==> config.mk <==
export PLATFORM = sky130hd
export DESIGN_NAME = sample_tag_packer
export DESIGN_NICKNAME = d
export VERILOG_FILES = /design/src/rtl/sample_tag_packer.sv
export SDC_FILE = /design/constraint.sdc
export NUM_CORES = 1
export LEC_CHECK = 0
export ABC_AREA = 1
export CORE_UTILIZATION = 36
export CTS_BUF_LIST = sky130_fd_sc_hd__clkbuf_16
export CTS_CLUSTER_DIAMETER = 120
export DETAILED_ROUTE_END_ITERATION = 16
export GPL_TIMING_DRIVEN = 1
export HOLD_SLACK_MARGIN = 0.05
export PLACE_DENSITY = 0.86
export SYNTH_ARGS = -nofsm -noshare
export SYNTH_HDL_FRONTEND = slang
export SYNTH_SLANG_ARGS = --single-unit
==> constraint.sdc <==
create_clock -name clk -period 1.4 [get_ports clk]
set_input_delay 0.28 -clock clk [delete_from_list [all_inputs] [get_ports clk]]
set_output_delay 0.28 -clock clk [all_outputs]
set_load 0.005 [all_outputs]
==> src/rtl/sample_tag_packer.sv <==
module sample_tag_packer #(
  parameter int SW = 12,
  parameter int CW = 4,
  parameter int OW = 16
) (
  input  logic          clk,
  input  logic          rst_n,
  input  logic          in_valid,
  input  logic [SW-1:0] in_sample,
  input  logic [CW-1:0] in_chan,
  input  logic          tag_en,
  input  logic [1:0]    win_mode,
  input  logic [SW-1:0] win_lo,
  input  logic [SW-1:0] win_hi,
  input  logic          flag_clr,
  output logic          out_valid,
  output logic [OW-1:0] out_word,
  output logic          cmp_flag,
  output logic          fault_pulse
);

  logic below, above, hit;
  logic [OW-1:0] packed_w;

  assign below = in_sample < win_lo;
  assign above = in_sample > win_hi;

  always_comb begin
    case (win_mode)
      2'd0:    hit = below;
      2'd1:    hit = above;
      2'd2:    hit = !below && !above;
      default: hit = below || above;
    endcase
  end

  always_comb begin
    packed_w = '0;
    packed_w[SW-1:0] = in_sample;
    if (tag_en) packed_w[OW-1 -: CW] = in_chan;
  end

  always_ff @(posedge clk) begin
    if (!rst_n) begin
      out_valid   <= 1'b0;
      out_word    <= '0;
      fault_pulse <= 1'b0;
      cmp_flag    <= 1'b0;
    end else begin
      out_valid   <= in_valid;
      fault_pulse <= in_valid && hit;
      if (in_valid) out_word <= packed_w;
      if (in_valid && hit) cmp_flag <= 1'b1;
      else if (flag_clr)   cmp_flag <= 1'b0;
    end
  end

endmodule


Word-level counts from Yosys, hierarchy flattened
Cells that the tools add are included.
- add/subtract/negate cells: 0
- $mul: 0
- div/mod/pow operators: 0
- magnitude comparators: 2
- equality and inequality tests: 2
- shift operators: 0
- muxes and demuxes: 4
- bitwise operators: 0
- reductions and logical operators: 7
- operators by type and width (cell ; count):
    12-bit greater-than comparator ; 1
    12-bit less-than comparator ; 1
    4-bit 2-to-1 mux ; 1
    1-bit one-hot mux with 3 select lines ; 1
    2-bit by 1-bit equality test with 1-bit output (second input constant) ; 1
    2-bit equality test (second input constant) ; 1
    1-bit logical AND ; 2
    1-bit logical NOT ; 2
    2-bit logical NOT ; 1
    1-bit 2-to-1 mux ; 2
    2-bit nonzero test ; 1
    1-bit logical OR ; 1
- flip-flop bits (word level): 19
- latch bits: 0
- RAM bits: 0
- ROM bits: 0
- input port bits: 47
- output and inout bits: 19
- logic and storage cells: 19
- memories: 0

Logic depth before layout (Yosys ltp)
- depth in word-level cells: 6
- gate-level depth with buffers: 16
- depth with buffers taken out: 16

Least setup slack after synthesis
OpenSTA, ideal clock, no wires.
- path kind: input to register
- start point: in win_hi[9]
- end point: reg cmp_flag
- setup time: 0.114 ns
- arrival time: 1.273 ns
- data required time: 1.286 ns
- setup slack: 0.014 ns
- cell stages on the path: 15
- path buffers: 0
- cells stage by stage: inv_1 -> ha_1 -> nand2_2 -> inv_2 -> nand2_4 -> nor2_4 -> nand2_1 -> nand3_1 -> nand2_1 -> nand2_1 -> nand2_1 -> nand2_1 -> nand2_1 -> nand2_1 -> nand2_1
- cells in the longest elaborated chain, start to end: 6
- elaborated cells on any way between the ends: 8
- those cells by class: order compare (1); mux (2); reduce/logical (5)
- ends and longest elaborated chain (what ; line ; RTL):
    start: declaration ; 14 ; input logic [SW-1:0] win_hi,
    12-bit greater-than comparator (*) ; 26 ; assign above = in_sample > win_hi;
    1-bit logical NOT ; 32 ; 2'd2: hit = !below && !above;
    1-bit logical AND ; 32 ;
    1-bit one-hot mux with 3 select lines (*) ; 29 ; case (win_mode)
    1-bit logical AND (*) ; 53 ; if (in_valid && hit) cmp_flag <= 1'b1;
    1-bit 2-to-1 mux or 2-bit nonzero test (tied branches) ; - ;
    end signal: assignment ; 48 ; cmp_flag <= 1'b0;
    end signal: assignment ; 53 ;
    end signal: assignment ; 54 ; else if (flag_clr) cmp_flag <= 1'b0;
    end: declaration ; 18 ; output logic cmp_flag,
Every way passes the cells marked *; elsewhere a longest branch is shown, timed or not.
A chain may end at the register's enable or synchronous reset.

Worst setup path in the final report
- start point: reg out_word[7]
- end point: out out_word[7]
- RTL lines (what ; line ; RTL):
    start: declaration ; 17 ; output logic [OW-1:0] out_word,
    start signal: assignment ; 52 ; if (in_valid) out_word <= packed_w;
No word-level cell between the ends.

==> run metrics <==
outcome=finished, final reports clean; RSZ-0062 raised after global routing=yes; WP buf/inv=1; CTS buffer count=3; first-pass GRT wire length=6.58 mm; Synth Area in Compound Gates=10.3%; Post-Synth Simple-Gate Area=26.6%; CTS tree=done; worst setup margin=0.0324 ns; Slowest-stage cell, CP=clkdlybuf4s50_1; core area=3440 µm²; switching power total=0.000465 W; largest net degree at the start of global routing=19; Hold WC Path Type=input pin to flop; critical path startpoint category=flop; DRC viols=0; synthesis-stage register bit count=19; clock share of power=32.4%; I/O Buffers=65; Syn Inst Count=194; antenna violations before repair=0; CP top delay family=buffers and inverters; clk root buf=clkbuf_16; CP peak stage delay=0.51 ns; area growth from synthesis to layout=77.8%; All-Layer GR Usage=21.0%; IO Pins=66; ratio of cells with drive above 1 in the final layout=38.1%; drt total wl=3.90 mm; worst hold margin=0.360 ns; CP required=1.12 ns; routed len/inst=12.2 µm; Pleak=1.20 nW; Final Util=69.1%; Critical Path AT=1.09 ns; Starting DRT DRC Count=51; cts hold-fix bufs=0; most common cell after layout, fill and taps aside=nand2_1; level count of the clock H-tree=1; Synth Area in Adders=21.5%; PD cells=729 nW/µm²; clk buf depth=2; Clk pin slew, worst setup/hold paths=0.05 ns; final cycle utilization of the critical path=97.7%; IR drop worst, VDD=0.540 mV; vias=1466; Avg Inst Size Synth=6.89 µm²; Diodes inserted=0; crit-path cells=clkdlybuf4s50_1; DRT antenna net count=0; DP HPWL=2.79 mm; Die W=63.0 µm; Final min period=1.37 ns; gr ovfl total=0; max cap viols=0; Gate power share=33.3%; Layout Skew=0 ns; pre-CTS setup slack=-0.592 ns; Switching Fraction=26.8%; commonest non-fill, non-tap cells in the layout=35 x nand2_1, 27 x clkdlybuf4s50_1, 25 x inv_2, 22 x nor2_1, 18 x ha_4; CP max FO=2; worst slew pin tran=0.254 ns; num rows=21; Final #Nets=344; Synth Net Count=264; post-route cell area=2380 µm²; CP Class=flop to output pin; vias in the first global route=1539; Clock Sinks=19; routability cong.=0.762; Flop pwr share=34.3%; post-CTS setup buffers=0; Die Y-Extent=63.0 µm; Yosys Warn Count=0; Synth Cell Area=1340 µm²; Worst slew margin=83.1%; Die ar.=3960 µm²; post-synthesis sequential area ratio=28.4%; Worst-Skew Late Latency=0.25 ns; initial core utilization=38.9%; setup violators final=0; router iterations before antenna repair=4; vias per std cell=4.60; Cell Int Power=0.00127 W; Final Max Slew Viols=0; critical path capture point type=output pin; Fin. Hold Viols=0; TNS Setup=0 ns; Post-Synth XOR/XNOR Area=0%; mux cell area share after synthesis=0%; largest family of logic cells by synthesized area=simple AND/OR/NAND/NOR gates; fmax=0.731 GHz; cell area after placement=2140 µm²; Cell variety after synth=19
-- kinds of logic (layout without fill, tap and decap cells) --
| group | count (synthesis) | in the layout |
|---|---|---|
| and+or+nand+nor | 80 | 80 |
| adders and majority gates | 23 | 23 |
| buffers and inverters | 45 | 124 |
| DFF | 19 | 19 |
| AOI/OAI and AO/OA | 27 | 27 |
-- routing by layer --
layer	vias to the layer above	GRT usage, %	part of all wire (%)
li1	763	-	-
met1	642	23.6	41
met2	55	38.8	53
met3	6	4.01	4.4
met4	0	7.27	1.6
met5	-	0	0
-- sequential cells by signal (all words and copies together) (netlist names) --
register     cells
fault_pulse      1
cmp_flag         1
out_word        16
out_valid        1
-- worst paths after layout --
check	slack, ns	startpoint	end	cells past startpoint
worst max register to register	0.75	out_word[7]	out_word[7]	2
worst min register to register	0.47	out_word[13]	out_word[13]	2
worst min-delay path	0.36	in_sample[1]	out_word[1]	3
worst max-delay path	0.03	out_word[7]	out_word[7]	1
-- timing repair --
action                                  4_1_cts  5_1_grt
gates cloned                                  0        0
pin swaps                                    39       33
endpoints found under the setup margin        2        7
resized for setup                           102       57
-- power by group through the flow --
stage	sequential, W	clock [W]	combinational, W
after floorplan	0.000605	0	0.000212
after global placement	0.000604	0	0.000491
after detailed placement	0.000604	0	0.000504
after CTS	0.000594	0.000584	0.000551
after global routing	0.000599	0.000605	0.000640
final	0.000595	0.000562	0.000577
-- per-stage QoR --
stage,total power (W),instances
2_1_floorplan,0.000818,194
3_3_place_gp,0.00109,315
3_5_place_dp,0.00111,315
4_1_cts,0.00173,319
5_1_grt,0.00184,319
6_report,0.00173,319
-- cells in the mapped netlist --
cell / number / area (µm²)
dfxtp_1: 19 / 380
nor2_4: 2 / 22.5
nand3_1: 8 / 40.0
a21o_1: 1 / 7.51
a21oi_1: 13 / 65.1
nand3b_1: 1 / 7.51
nand4_2: 1 / 12.5
nand2_1: 38 / 143
nor2_1: 25 / 93.8
nand2_4: 1 / 11.3
inv_1: 33 / 124
o21ai_1: 1 / 5.00
nand2_2: 2 / 12.5
clkbuf_4: 1 / 7.51
o21ai_0: 12 / 60.1
buf_2: 3 / 15.0
nand4_1: 2 / 12.5
inv_2: 8 / 30.0
ha_1: 23 / 288
-- layout make-up --
cell class                      count  area (µm²)
Clock buffer                        3        75.1
Tap cell                           46        57.6
Timing Repair Buffer               79         647
Inverter                           41         156
Fill cell                         285        1060
Clock inverter                      1        3.75
Multi-Input combinational cell    130        1060
Sequential cell                    19         383
Note: power is estimated with default switching activity, not from simulation.
